===== config.mk =====
export PLATFORM = sky130hd
export DESIGN_NAME = ir_tx_modulator
export DESIGN_NICKNAME = d
export VERILOG_FILES = /design/src/rtl/ir_tx_pkg.sv /design/src/rtl/ir_tx_regs.sv /design/src/rtl/ir_tx_timebase.sv /design/src/rtl/ir_tx_carrier.sv /design/src/rtl/ir_tx_sequencer.sv /design/src/rtl/ir_tx_modulator.sv
export SDC_FILE = /design/constraint.sdc
export NUM_CORES = 1
export LEC_CHECK = 0
export BUFFER_PORTS_ARGS = -buffer_cell sky130_fd_sc_hd__buf_2
export CAP_MARGIN = 20
export CORE_MARGIN = 1.5
export CORE_UTILIZATION = 28
export DETAILED_ROUTE_END_ITERATION = 6
export GPL_TIMING_DRIVEN = 0
export PLACE_DENSITY = 0.55
export SETUP_SLACK_MARGIN = 0.05
export SLEW_MARGIN = 30
export SYNTH_ARGS = -nofsm -noshare
export SYNTH_HDL_FRONTEND = slang
export SYNTH_SLANG_ARGS = --single-unit

===== constraint.sdc =====
create_clock -name clk -period 3.4 [get_ports clk]
set_input_delay 0.34 -clock clk [delete_from_list [all_inputs] [get_ports clk]]
set_output_delay 0.34 -clock clk [all_outputs]
set_load 0.01 [all_outputs]

===== src/rtl/ir_tx_pkg.sv =====
package ir_tx_pkg;

  localparam int NSLOT = 2;
  localparam int DUR_W = 7;

  localparam logic [2:0] ADDR_CTRL  = 3'd0;
  localparam logic [2:0] ADDR_CPER  = 3'd1;
  localparam logic [2:0] ADDR_CHIGH = 3'd2;
  localparam logic [2:0] ADDR_SLOT0 = 3'd3;
  localparam logic [2:0] ADDR_SLOT1 = 3'd4;
  localparam logic [2:0] ADDR_STAT  = 3'd5;

  typedef struct packed {
    logic             pulse;
    logic [DUR_W-1:0] dur;
  } sample_t;

  typedef struct packed {
    logic [3:0] emit_en;
    logic       carrier_on;
    logic       out_inv;
    logic       irq_en;
    logic       tx_en;
  } ctrl_t;

  // carrier period in units, never below two
  function automatic logic [6:0] eff_period(input logic [6:0] p);
    return (p < 7'd2) ? 7'd2 : p;
  endfunction

  // sample length in sample periods, zero counts as one
  function automatic logic [DUR_W-1:0] eff_dur(input logic [DUR_W-1:0] d);
    return (d == '0) ? DUR_W'(1) : d;
  endfunction

  function automatic logic carrier_level(input logic [6:0] cnt,
                                         input logic [6:0] high,
                                         input logic       pol);
    return (cnt < high) ^ pol;
  endfunction

  function automatic logic drive_level(input logic in_pulse,
                                       input logic car_on,
                                       input logic car,
                                       input logic inv);
    logic raw;
    raw = in_pulse ? (car_on ? car : 1'b1) : 1'b0;
    return raw ^ inv;
  endfunction

endpackage


===== src/rtl/ir_tx_regs.sv =====
module ir_tx_regs
  import ir_tx_pkg::*;
(
  input  logic             clk,
  input  logic             rst_n,
  input  logic             bus_wr,
  input  logic [2:0]       bus_addr,
  input  logic [7:0]       bus_wdata,
  input  logic [7:0]       status_i,
  output logic [7:0]       bus_rdata,
  output ctrl_t            ctrl_o,
  output logic [7:0]       cper_o,
  output logic [6:0]       chigh_o,
  output logic [NSLOT-1:0] slot_wr_o,
  output sample_t          slot_data_o,
  output logic             irq_ack_o
);

  always_ff @(posedge clk or negedge rst_n) begin
    if (!rst_n) begin
      ctrl_o  <= '0;
      cper_o  <= '0;
      chigh_o <= '0;
    end else if (bus_wr) begin
      case (bus_addr)
        ADDR_CTRL:  ctrl_o  <= ctrl_t'(bus_wdata);
        ADDR_CPER:  cper_o  <= bus_wdata;
        ADDR_CHIGH: chigh_o <= bus_wdata[6:0];
        default: ;
      endcase
    end
  end

  assign slot_wr_o[0] = bus_wr && (bus_addr == ADDR_SLOT0);
  assign slot_wr_o[1] = bus_wr && (bus_addr == ADDR_SLOT1);
  assign slot_data_o  = sample_t'(bus_wdata);
  assign irq_ack_o    = bus_wr && (bus_addr == ADDR_STAT) && bus_wdata[0];

  always_comb begin
    case (bus_addr)
      ADDR_CTRL:  bus_rdata = ctrl_o;
      ADDR_CPER:  bus_rdata = cper_o;
      ADDR_CHIGH: bus_rdata = {1'b0, chigh_o};
      ADDR_STAT:  bus_rdata = status_i;
      default:    bus_rdata = '0;
    endcase
  end

endmodule


===== src/rtl/ir_tx_timebase.sv =====
module ir_tx_timebase #(
  parameter int UNIT_CYCLES  = 50,
  parameter int SAMPLE_UNITS = 100
) (
  input  logic clk,
  input  logic rst_n,
  input  logic run,
  output logic unit_tick,
  output logic sample_tick
);

  localparam int PRE_W = (UNIT_CYCLES  > 1) ? $clog2(UNIT_CYCLES)  : 1;
  localparam int SMP_W = (SAMPLE_UNITS > 1) ? $clog2(SAMPLE_UNITS) : 1;

  generate
    if (UNIT_CYCLES == 1) begin : g_pre_none
      assign unit_tick = run;
    end else begin : g_pre_cnt
      localparam logic [PRE_W-1:0] PRE_LAST = PRE_W'(UNIT_CYCLES - 1);
      logic [PRE_W-1:0] pre_q;
      always_ff @(posedge clk or negedge rst_n) begin
        if (!rst_n)               pre_q <= '0;
        else if (!run)            pre_q <= '0;
        else if (pre_q == PRE_LAST) pre_q <= '0;
        else                      pre_q <= pre_q + 1'b1;
      end
      assign unit_tick = run && (pre_q == PRE_LAST);
    end

    if (SAMPLE_UNITS == 1) begin : g_smp_none
      assign sample_tick = unit_tick;
    end else begin : g_smp_cnt
      localparam logic [SMP_W-1:0] SMP_LAST = SMP_W'(SAMPLE_UNITS - 1);
      logic [SMP_W-1:0] smp_q;
      always_ff @(posedge clk or negedge rst_n) begin
        if (!rst_n)          smp_q <= '0;
        else if (!run)       smp_q <= '0;
        else if (unit_tick) begin
          if (smp_q == SMP_LAST) smp_q <= '0;
          else                   smp_q <= smp_q + 1'b1;
        end
      end
      assign sample_tick = unit_tick && (smp_q == SMP_LAST);
    end
  endgenerate

endmodule


===== src/rtl/ir_tx_carrier.sv =====
module ir_tx_carrier
  import ir_tx_pkg::*;
(
  input  logic       clk,
  input  logic       rst_n,
  input  logic       restart,
  input  logic       unit_tick,
  input  logic [7:0] cper,
  input  logic [6:0] chigh,
  output logic       carrier
);

  logic [6:0] cnt_q;
  logic [6:0] per_eff;
  logic       wrap;

  assign per_eff = eff_period(cper[6:0]);
  assign wrap    = (cnt_q >= per_eff - 7'd1);

  always_ff @(posedge clk or negedge rst_n) begin
    if (!rst_n)         cnt_q <= '0;
    else if (restart)   cnt_q <= '0;
    else if (unit_tick) cnt_q <= wrap ? 7'd0 : cnt_q + 7'd1;
  end

  assign carrier = carrier_level(cnt_q, chigh, cper[7]);

endmodule


===== src/rtl/ir_tx_sequencer.sv =====
module ir_tx_sequencer
  import ir_tx_pkg::*;
(
  input  logic             clk,
  input  logic             rst_n,
  input  logic             tx_en,
  input  logic [NSLOT-1:0] slot_wr,
  input  sample_t          slot_wdata,
  input  logic             sample_tick,
  output logic             busy,
  output logic             cur_pulse,
  output logic             sample_load,
  output logic             run_done,
  output logic [NSLOT-1:0] slot_valid
);

  sample_t          slot_q [NSLOT];
  sample_t          cur_q;
  logic [DUR_W-1:0] dur_left;
  logic             rd_ptr;
  logic             head_valid;
  logic             end_now;
  logic             abort;

  assign head_valid  = slot_valid[rd_ptr];
  assign end_now     = busy && sample_tick && (dur_left == DUR_W'(1));
  assign sample_load = tx_en && head_valid && (!busy || end_now);
  assign run_done    = tx_en && end_now && !head_valid;
  assign abort       = busy && !tx_en;
  assign cur_pulse   = cur_q.pulse;

  always_ff @(posedge clk or negedge rst_n) begin
    if (!rst_n) begin
      busy       <= 1'b0;
      rd_ptr     <= 1'b0;
      dur_left   <= '0;
      cur_q      <= '0;
      slot_valid <= '0;
      for (int i = 0; i < NSLOT; i++) slot_q[i] <= '0;
    end else begin
      if (!tx_en) begin
        busy   <= 1'b0;
        rd_ptr <= 1'b0;
        if (abort) slot_valid <= '0;
      end else if (sample_load) begin
        cur_q              <= slot_q[rd_ptr];
        dur_left           <= eff_dur(slot_q[rd_ptr].dur);
        busy               <= 1'b1;
        slot_valid[rd_ptr] <= 1'b0;
        rd_ptr             <= ~rd_ptr;
      end else if (end_now) begin
        busy <= 1'b0;
      end else if (busy && sample_tick) begin
        dur_left <= dur_left - DUR_W'(1);
      end
      // a fresh write wins over a same-cycle consume or flush
      for (int i = 0; i < NSLOT; i++) begin
        if (slot_wr[i]) begin
          slot_q[i]     <= slot_wdata;
          slot_valid[i] <= 1'b1;
        end
      end
    end
  end

endmodule


===== src/rtl/ir_tx_modulator.sv =====
module ir_tx_modulator
  import ir_tx_pkg::*;
#(
  parameter int UNIT_CYCLES  = 50,
  parameter int SAMPLE_UNITS = 100,
  parameter int NUM_EMIT     = 2
) (
  input  logic                clk,
  input  logic                rst_n,
  input  logic                bus_wr,
  input  logic [2:0]          bus_addr,
  input  logic [7:0]          bus_wdata,
  output logic [7:0]          bus_rdata,
  output logic [NUM_EMIT-1:0] emit_o,
  output logic                irq_o
);

  ctrl_t               ctrl;
  logic [7:0]          cper;
  logic [6:0]          chigh;
  logic [NSLOT-1:0]    slot_wr;
  sample_t             slot_data;
  logic                irq_ack;
  logic [7:0]          status;

  logic                tx_en_w, irq_en_w, inv_w, caron_w;
  logic [NUM_EMIT-1:0] emit_en_w;

  logic                busy_w, cur_pulse_w, sample_load_w, run_done_w;
  logic [NSLOT-1:0]    slot_valid_w;
  logic                unit_tick_w, sample_tick_w, carrier_w;
  logic                drive_w;
  logic                irq_q;

  assign tx_en_w   = ctrl.tx_en;
  assign irq_en_w  = ctrl.irq_en;
  assign inv_w     = ctrl.out_inv;
  assign caron_w   = ctrl.carrier_on;
  assign emit_en_w = ctrl.emit_en[NUM_EMIT-1:0];

  assign status = {4'b0000, slot_valid_w[1], slot_valid_w[0], busy_w, irq_q};

  ir_tx_regs u_regs (
    .clk         (clk),
    .rst_n       (rst_n),
    .bus_wr      (bus_wr),
    .bus_addr    (bus_addr),
    .bus_wdata   (bus_wdata),
    .status_i    (status),
    .bus_rdata   (bus_rdata),
    .ctrl_o      (ctrl),
    .cper_o      (cper),
    .chigh_o     (chigh),
    .slot_wr_o   (slot_wr),
    .slot_data_o (slot_data),
    .irq_ack_o   (irq_ack)
  );

  ir_tx_sequencer u_seq (
    .clk         (clk),
    .rst_n       (rst_n),
    .tx_en       (tx_en_w),
    .slot_wr     (slot_wr),
    .slot_wdata  (slot_data),
    .sample_tick (sample_tick_w),
    .busy        (busy_w),
    .cur_pulse   (cur_pulse_w),
    .sample_load (sample_load_w),
    .run_done    (run_done_w),
    .slot_valid  (slot_valid_w)
  );

  ir_tx_timebase #(
    .UNIT_CYCLES  (UNIT_CYCLES),
    .SAMPLE_UNITS (SAMPLE_UNITS)
  ) u_tb (
    .clk         (clk),
    .rst_n       (rst_n),
    .run         (busy_w),
    .unit_tick   (unit_tick_w),
    .sample_tick (sample_tick_w)
  );

  ir_tx_carrier u_car (
    .clk       (clk),
    .rst_n     (rst_n),
    .restart   (sample_load_w),
    .unit_tick (unit_tick_w),
    .cper      (cper),
    .chigh     (chigh),
    .carrier   (carrier_w)
  );

  assign drive_w = drive_level(busy_w && cur_pulse_w, caron_w, carrier_w, inv_w);

  always_ff @(posedge clk or negedge rst_n) begin
    if (!rst_n)                      irq_q <= 1'b0;
    else if (run_done_w && irq_en_w) irq_q <= 1'b1;
    else if (irq_ack)                irq_q <= 1'b0;
  end
  assign irq_o = irq_q;

  generate
    for (genvar e = 0; e < NUM_EMIT; e++) begin : g_emit
      logic q;
      always_ff @(posedge clk or negedge rst_n) begin
        if (!rst_n) q <= 1'b0;
        else        q <= emit_en_w[e] ? drive_w : inv_w;
      end
      assign emit_o[e] = q;
    end
  endgenerate

endmodule


==> results of run 1 <==
[logic make-up after synthesis]
logic type	synth area share (%)
buffers and inverters	2.89
multiplexers	12.9
adder cells (fa/ha/maj)	5.89
AND/OR/NAND/NOR	19.7
XOR/XNOR	2.47
flip-flops	43.6
AO/OA/AOI/OAI	12.6
[registers in the layout, indices dropped and copies added, names as in the netlist]
register / count
u_seq.cur_pulse: 1
u_regs.chigh_o: 7
u_regs.ctrl_o: 8
u_seq.dur_left: 7
u_tb.g_smp_cnt.smp_q: 7
u_seq.rd_ptr: 1
irq_o: 1
u_tb.g_pre_cnt.pre_q: 6
u_regs.cper_o: 8
u_car.cnt_q: 7
g_emit.q: 2
u_seq.busy: 1
u_seq.slot_valid: 2
u_seq.slot_q: 16
[repair_timing]
action | 4_1_cts | 5_1_grt
setup endpoints to repair | 7 | 7
hold buffers | 1 | 0
endpoints found under the hold margin | 24 | 0
resized for setup | 6 | 7
pin swaps | 0 | 4
cloned | 0 | 1
setup buffers | 0 | 4
[path summary, 6_finish.rpt]
check                                         from                 endpoint  slack (ns)  cells after the start
min                                   bus_wdata[7]         u_regs.cper_o[7]        0.29                      2
max                               u_regs.cper_o[4]           u_car.cnt_q[5]        0.20                     14
max in group asynchronous                    rst_n         u_regs.ctrl_o[1]        2.36                      3
min reg2reg                u_tb.g_pre_cnt.pre_q[0]  u_tb.g_pre_cnt.pre_q[0]        0.50                      1
min in group asynchronous                    rst_n           u_car.cnt_q[3]        0.46                      2
max reg2reg                       u_regs.cper_o[4]           u_car.cnt_q[5]        0.20                     14
[layer usage]
metal  global-route usage, %  part of all wire, %  vias up
li1                        -                    -     1615
met1                    18.9                   49     1684
met2                    21.1                   45       53
met3                    3.23                  2.8       21
met4                    5.41                  2.4        0
met5                       0                    0        -
[area by class of cell]
class                      count  share of cell area, %
sequential                    74                   37.0
clock inverter                 5                   1.10
multi-input combinational    321                   46.1
inverter                      15                   1.12
clock buffer                  11                   4.64
buffer                        14                   1.45
tap                          184                   4.59
timing repair buffer          31                   4.02
[report_power, final]
part	switching, mW	total, mW	internal [mW]
Combinational	0.450	0.855	0.406
Clock	0.371	0.937	0.566
Sequential	0.189	1.25	1.07
[stage by stage]
step	hold slack (ns)	cell area, µm²	power, mW	worst slack [ns]	TNS, ns
finish	0.292	5010	3.05	0.199	0
CTS	0.280	4950	3.04	0.0887	0
floorplan	0.0444	4250	1.82	0.184	0
global route	0.279	5010	3.25	0.0365	0
global placement	0.478	4600	2.05	-0.161	-1.03
detailed placement	0.290	4630	2.08	-0.215	-1.38
[placed cells by master, fill, tap and decap left out, types with 3 or more instances in the layout]
cell | netlist | layout
dfrtp_1 | 74 | 73
nand2_1 | 46 | 46
nor2_1 | 34 | 34
mux2_2 | 34 | 34
buf_2 | 5 | 27
o21ai_0 | 25 | 24
a21oi_1 | 22 | 22
nand3_1 | 19 | 19
ha_1 | 20 | 19
inv_1 | 15 | 15
mux2i_1 | 15 | 15
clkbuf_16 | 0 | 9
clkbuf_1 | 6 | 8
nor3_1 | 9 | 8
buf_4 | 2 | 7
xnor2_1 | 6 | 6
xor2_1 | 6 | 6
a31oi_1 | 7 | 6
nand2b_1 | 5 | 5
and3_1 | 5 | 5
nor2b_1 | 4 | 4
o31ai_1 | 4 | 4
a21o_1 | 4 | 4
a211o_1 | 4 | 4
nor4_1 | 3 | 3
nor4b_1 | 3 | 3
nand4b_1 | 3 | 3
or2_2 | 3 | 3
==> results.sh, run 1 <==
export IMPL_endpoint_kind="flop"
export IMPL_start_util_pct=29.0
export IMPL_vias_per_cell=5.15
export IMPL_ys_types=57
export IMPL_seqCellArea_um2=1850
export IMPL_drt_iter0_markers=172
export IMPL_place_inst=633
export IMPL_setup_viol=0
export IMPL_yosys_area_top_type_share_pct=43.6
export IMPL_skew_ns=0.00730
export IMPL_hold_viol_final=0
export IMPL_clockBufferDepth=2
export IMPL_nNetsFinal=500
export IMPL_layout_drive_gt1_share_pct=22.5
export IMPL_synthTopCellsByArea="dfrtp_1 (44%), mux2_2 (9.0%), ha_1 (5.9%)"
export IMPL_netlist_area_um2=4250
export IMPL_track_usage_pct=13.8
export IMPL_synth_most_common_cell="dfrtp_1"
export IMPL_clk_latency_ns=0.34
export IMPL_violations="design-rule violations"
export IMPL_power_leakage_nw=2.17
export IMPL_utilization_pct=34.2
export IMPL_powerDensity_nw_per_um2=608
export IMPL_crit_chain="or3_4, nor3_4, inv_1, o21ai_2, ha_2, nand2_1, xor2_1, ha_1, and3_1, a221o_1, a31oi_4, buf_6, nand3_1, a31oi_1"
export IMPL_path_clk_slew_ns=0.06
export IMPL_relSlewSlack_pct=42.5
export IMPL_syn_nets=458
export IMPL_ys_warn_count=0
export IMPL_ys_seq_area_share_pct=43.6
export IMPL_critical_path_class="reg2reg"
export IMPL_yosys_most_used_dff="dfrtp_1"
export IMPL_die_h_um=126
export IMPL_avgSynthCellArea_um2=10.0
export IMPL_crit_required_ns=3.66
export IMPL_drt_total_wl_um=10300
export IMPL_synth_cells=424
export IMPL_critPathMaxFanout=5
export IMPL_vias=3373
export IMPL_ant_nets=0
export IMPL_cts_made_buffers=9
export IMPL_critPathSlowestCell="or3_4"
export IMPL_core_um2=14600
export IMPL_drc=1
export IMPL_die_x_um=126
export IMPL_hold_path_class="in2reg"
export IMPL_fmax_ghz=0.312
export IMPL_ir_drop_uv=289
export IMPL_wl_per_cell_um=15.7
export IMPL_tritoncts="done"
export IMPL_grt_pass1_vias=3322
export IMPL_fin_crit_ns=3.20
export IMPL_synth_edf_count=0
export IMPL_cap_violations=0
export IMPL_htree_levels=3
export IMPL_rsz0062_at_grt="yes"
export IMPL_cts_sinks=74
export IMPL_slew_violations=0
export IMPL_tightestPinTransition_ns=0.855
export IMPL_rows=44
export IMPL_io_buffers=24
export IMPL_syn_to_final_growth_pct=18.0
export IMPL_die_area_um2=15900
export IMPL_worstPathArrival_ns=3.46
export IMPL_overflow=0
export IMPL_antenna_found_initial=0
export IMPL_synth_seq_cells=74
export IMPL_gp_congestion=0.796
export IMPL_grt_start_max_net_pins=51
export IMPL_firstDrtPassIters=7
export IMPL_fill_cells=1491
export IMPL_cts_root_buf="clkbuf_16"
export IMPL_crit_buf_inv=2
export IMPL_ys_async_sr_fraction_pct=100
export IMPL_antenna_diode_count=0
export IMPL_synth_common_cells="dfrtp_1 (74), nand2_1 (46), mux2_2 (34), nor2_1 (34), o21ai_0 (25)"
export IMPL_io_pins=25
export IMPL_final_cell_count_no_fill=655
export IMPL_run_status="complete, but fails checks"
export IMPL_min_period_over_period_pct=94.1
export IMPL_multi_input_area_um2=2310
export IMPL_cp_top_family="simple AND/OR/NAND/NOR gates"
export IMPL_dp_hpwl_um=7470
export IMPL_cp_start_kind="flop"
export IMPL_grt_pass1_wl_um=17200
export IMPL_synth_area_leader_cell="dfrtp_1"
export IMPL_max_stage_delay_ns=0.43
No activity file was read; power rests on OpenSTA's default activity.
==> inputs of run 2 (changes only) <==
- GPL_TIMING_DRIVEN: 0 -> not set
- PLACE_DENSITY: 0.55 -> not set
- PLACE_DENSITY_LB_ADDON: not set -> 0.05
==> run 2 against run 1 <==
- the flow now finishes without violations
- combinational power fell by 5.8%
- critical path depth did not move
- sequential cell count did not move
- worst setup slack improved by 0.091 ns
- core utilization fell by 0.55 points
- largest power group unchanged
- highest routed layer unchanged
==> results.sh, run 2 (synthesis results as in run 1) <==
export IMPL_run_status="finished, final reports clean"
export IMPL_antenna_diode_count=0
export IMPL_min_period_over_period_pct=91.4
export IMPL_ant_nets=0
export IMPL_fin_crit_ns=3.11
export IMPL_hold_viol_final=0
export IMPL_cap_violations=0
export IMPL_cts_setup_buffers=0
export IMPL_firstDrtPassIters=6
export IMPL_gp_congestion=0.725
export IMPL_fin_ws_ns=0.291
export IMPL_cts_sinks=74
export IMPL_wl_per_cell_um=17.4
export IMPL_endpoint_kind="flop"
export IMPL_grt_pass1_vias=3260
export IMPL_cts_made_buffers=9
export IMPL_critical_path_class="reg2reg"
export IMPL_drc=0
export IMPL_io_pins=25
export IMPL_cts_root_buf="clkbuf_16"
export IMPL_reg_top3="u_seq.slot_q: 16 flops, u_regs.cper_o: 8 flops, u_regs.ctrl_o: 8 flops"
export IMPL_largest_register_ffs=16
export IMPL_crit_buf_inv=2
export IMPL_die_area_um2=15900
export IMPL_clk_latency_ns=0.34
export IMPL_io_buffers=24
export IMPL_cp_start_kind="flop"
export IMPL_skew_ns=0.0101
export IMPL_grt_start_max_net_pins=75
export IMPL_rows=44
export IMPL_rsz0062_at_grt="no"
export IMPL_slew_violations=0
export IMPL_post_place_ws_ns=0.161
export IMPL_relSlewSlack_pct=40.5
export IMPL_vias_per_cell=5.03
export IMPL_htree_levels=3
export IMPL_top_register="u_seq.slot_q"
export IMPL_layout_commonest_cell="dfrtp_1"
export IMPL_hold_path_class="in2async"
export IMPL_power_leakage_nw=2.14
export IMPL_layout_drive_gt1_share_pct=22.2
export IMPL_powerDensity_nw_per_um2=627
export IMPL_fmax_ghz=0.322
export IMPL_path_clk_slew_ns=0.07
export IMPL_cp_top_family="simple AND/OR/NAND/NOR gates"
export IMPL_place_inst=626
export IMPL_syn_to_final_growth_pct=16.1
export IMPL_tns_ns=0
export IMPL_max_stage_delay_ns=0.42
export IMPL_start_util_pct=29.0
export IMPL_antenna_found_initial=0
export IMPL_tritoncts="done"
export IMPL_critPathSlowestCell="or3_1"
export IMPL_die_x_um=126
export IMPL_critPathMaxFanout=6
export IMPL_nNetsFinal=488
export IMPL_layout_common_cells="dfrtp_1 (74), nand2_1 (46), nor2_1 (34), mux2_2 (34)"
export IMPL_crit_chain="or3_1, nor3_2, inv_1, o21ai_2, ha_2, nand2_1, xor2_1, ha_1, and3_1, a221o_1, a31oi_2, buf_2, nand3_1, a31oi_1"
export IMPL_dp_hpwl_um=7950
export IMPL_ir_drop_uv=237
export IMPL_core_um2=14600
export IMPL_clockBufferDepth=2
export IMPL_setup_viol=0
export IMPL_vias=3233
export IMPL_finalPower_mw=3.09
export IMPL_drt_total_wl_um=11200
export IMPL_grt_pass1_wl_um=18300
export IMPL_tightestPinTransition_ns=0.889
export IMPL_track_usage_pct=15.0
export IMPL_worstPathArrival_ns=3.37
export IMPL_die_h_um=126
export IMPL_drt_iter0_markers=123
export IMPL_final_cell_count_no_fill=643
export IMPL_crit_required_ns=3.66
export IMPL_overflow=0
export IMPL_utilization_pct=33.7
## run 2: path summary, 6_finish.rpt
| kind | end | cells after the start | slack, ns | from |
|---|---|---|---|---|
| setup / recovery | u_car.cnt_q[5] | 14 | 0.29 | u_regs.cper_o[4] |
| hold reg to reg | u_tb.g_pre_cnt.pre_q[0] | 1 | 0.50 | u_tb.g_pre_cnt.pre_q[0] |
| setup reg to reg | u_car.cnt_q[5] | 14 | 0.29 | u_regs.cper_o[4] |
| hold / removal | u_car.cnt_q[5] | 1 | 0.009 | rst_n |
| min in group clk | u_seq.slot_q[7] | 2 | 0.28 | bus_wdata[7] |
| max in group asynchronous | u_seq.cur_pulse | 1 | 2.86 | rst_n |
## run 2: report_power, final
group	switching, mW	leakage, nW	internal [mW]	total, mW
clock	0.411	0.150	0.597	1.01
combinational	0.422	1.05	0.383	0.805
sequential	0.217	0.935	1.06	1.28
total	1.05	2.14	2.04	3.09
## run 2: what timing repair did
action                                  4_1_cts  5_1_grt
hold buffers                                  0        0
endpoints found under the setup margin        0        7
gates resized for setup                       0        6
## run 2: through the flow
stage               hold WS [ns]  instance area (µm²)
floorplan                 0.0444                 4250
global placement           0.480                 4590
detailed placement         0.449                 4600
CTS                       0.0671                 4910
global route              0.0785                 4930
finish                   0.00887                 4930
## run 2: layer usage
layer	GRT usage (%)	vias to the layer above	wire, µm
met2	23.7	28	5150
met1	20.9	1601	5710
met5	0	-	0
met3	3.02	10	225
met4	4.46	0	120
li1	-	1594	-
## run 2: final cells by class
class | instances | area [µm²]
repair buffers | 33 | 191
inverters | 15 | 56.3
well taps | 184 | 230
fillers | 1506 | 9710
clock inverters | 6 | 72.6
flip-flops and latches | 74 | 1850
multi-input cells | 321 | 2290
clock buffers | 10 | 239
## run 2: worst reg2reg max path, delay by kind of cell (launching register included)
family	cells	cell delay [ns]
adders and majority gates	2	0.51
xor gates and xnor gates	1	0.14
DFF	1	0.38
AOI/OAI and AO/OA	4	0.80
and+or+nand+nor	5	0.93
buffers and inverters	2	0.28
==> inputs of run 3 (changes only) <==
- CELL_PAD_IN_SITES_DETAIL_PLACEMENT: not set -> 2
- CELL_PAD_IN_SITES_GLOBAL_PLACEMENT: not set -> 2
- CORE_MARGIN: 1.5 -> 2
==> run 3 against run 2 <==
- clock-buffer cell count stayed put
- critical path depth stayed put
- clock skew shrank 0.0045 ns
- first-iteration DRC count shrank 34%
- highest routed layer unchanged
- non-clock buffer count up 3
- die area up 1.6%
- sequential share of layout area fell by 0.53 points
- largest cell class unchanged
- worst setup slack worse by 0.082 ns
- worst hold slack gained 0.0077 ns
- sequential power about the same
- power is 3.4% higher
==> results.sh, run 3 (synthesis results as in run 1) <==
export IMPL_run_status="finished, final reports clean"
export IMPL_htree_levels=3
export IMPL_crit_chain="or3_4, nor3_4, inv_1, o21ai_2, ha_2, nand2_1, xor2_1, ha_1, and3_4, a221o_1, a31oi_4, buf_6, nand3_1, a31oi_1"
export IMPL_wl_per_cell_um=19.4
export IMPL_syn_to_final_growth_pct=17.8
export IMPL_post_place_ws_ns=0.0787
export IMPL_clockBufferDepth=2
export IMPL_max_stage_delay_ns=0.42
export IMPL_drt_iter0_markers=81
export IMPL_tns_ns=0
export IMPL_dp_hpwl_um=9010
export IMPL_die_h_um=127
export IMPL_worstPathArrival_ns=3.46
export IMPL_slew_violations=0
export IMPL_cts_root_buf="clkbuf_16"
export IMPL_start_util_pct=28.2
export IMPL_firstDrtPassIters=4
export IMPL_io_buffers=24
export IMPL_drc=0
export IMPL_fin_crit_ns=3.19
export IMPL_power_leakage_nw=2.16
export IMPL_relSlewSlack_pct=45.6
export IMPL_critical_path_class="reg2reg"
export IMPL_overflow=0
export IMPL_vias=3351
export IMPL_antenna_found_initial=0
export IMPL_fin_ws_ns=0.209
export IMPL_vias_per_cell=5.16
export IMPL_cap_violations=0
export IMPL_endpoint_kind="flop"
export IMPL_utilization_pct=33.3
export IMPL_rows=45
export IMPL_die_area_um2=16200
export IMPL_cts_made_buffers=9
export IMPL_nNetsFinal=491
export IMPL_antenna_diode_count=0
export IMPL_hold_path_class="in2async"
export IMPL_hold_viol_final=0
export IMPL_clk_latency_ns=0.34
export IMPL_io_pins=25
export IMPL_track_usage_pct=16.7
export IMPL_powerDensity_nw_per_um2=639
export IMPL_gp_congestion=0.732
export IMPL_reg_top3="u_seq.slot_q: 16 flops, u_regs.cper_o: 8 flops, u_regs.ctrl_o: 8 flops"
export IMPL_tritoncts="done"
export IMPL_path_clk_slew_ns=0.06
export IMPL_finalPower_mw=3.20
export IMPL_grt_pass1_wl_um=20800
export IMPL_min_period_over_period_pct=93.9
export IMPL_crit_required_ns=3.67
export IMPL_layout_commonest_cell="dfrtp_1"
export IMPL_critPathMaxFanout=6
export IMPL_ir_drop_uv=239
export IMPL_grt_start_max_net_pins=75
export IMPL_tightestPinTransition_ns=0.811
export IMPL_setup_viol=0
export IMPL_die_x_um=127
export IMPL_top_register="u_seq.slot_q"
export IMPL_critPathSlowestCell="or3_4"
export IMPL_ant_nets=0
export IMPL_largest_register_ffs=16
export IMPL_cts_sinks=74
export IMPL_layout_drive_gt1_share_pct=22.9
export IMPL_fmax_ghz=0.313
export IMPL_cp_start_kind="flop"
export IMPL_skew_ns=0.00561
export IMPL_grt_pass1_vias=3684
export IMPL_layout_common_cells="dfrtp_1 (74), nand2_1 (46), nor2_1 (34), mux2_2 (34), o21ai_0 (24)"
export IMPL_drt_total_wl_um=12600
export IMPL_core_um2=15000
-- run 3: timing repair --
item / 4_1_cts / 5_1_grt
setup buffers: 0 / 3
endpoints found under the setup margin: 6 / 7
pin swaps: 0 / 9
resized for setup: 1 / 13
hold buffers: 0 / 0
gates cloned: 0 / 1
-- run 3: final timing paths --
path                            cells after the start  slack (ns)                       to                     from
worst max-delay path                               14        0.21           u_car.cnt_q[3]         u_regs.cper_o[3]
worst min-delay path                                1        0.02              g_emit[1].q                    rst_n
worst max register to register                     14        0.21           u_car.cnt_q[3]         u_regs.cper_o[3]
worst min register to register                      1        0.49  u_tb.g_pre_cnt.pre_q[0]  u_tb.g_pre_cnt.pre_q[0]
max in group asynchronous                           1        2.87  u_tb.g_smp_cnt.smp_q[3]                    rst_n
min in group clk                                    2        0.29          u_seq.slot_q[7]             bus_wdata[7]
-- run 3: area by class of cell --
cell class              instances  area, µm²
flip-flops and latches         74       1850
inverters                      15       56.3
clock buffers                  10        229
clock inverters                 6       90.1
multi-input cells             321       2310
fillers                      1648      10000
well taps                     188        235
repair buffers                 36        224
-- run 3: critical path, delay by kind of cell (launching register included) --
kind                     cells  cell delay (ns)
XOR/XNOR                     1             0.14
AO/OA/AOI/OAI                4             0.89
adder cells (fa/ha/maj)      2             0.55
AND/OR/NAND/NOR              5             0.94
flip-flops                   1             0.38
buffers and inverters        2             0.22
-- run 3: through the flow --
stage / cell area (µm²) / hold slack, ns / instances
floorplan: 4250 / 0.0444 / 424
global placement: 4600 / 0.484 / 630
detailed placement: 4600 / 0.432 / 630
CTS: 4920 / 0.0585 / 646
global route: 5000 / 0.0767 / 650
finish: 5000 / 0.0166 / 650
-- run 3: metal layers --
layer | vias up | global-route usage (%) | share of wire, %
met5 | - | 0 | 0
met4 | 0 | 6.79 | 1.7
met3 | 11 | 2.26 | 1.4
met2 | 20 | 28.4 | 50
met1 | 1719 | 21.6 | 47
li1 | 1601 | - | -
-- run 3: power by group --
group	total, mW	switching, mW	internal [mW]
clock network	1.05	0.404	0.646
logic	0.855	0.449	0.406
registers	1.29	0.228	1.06
total	3.20	1.08	2.11
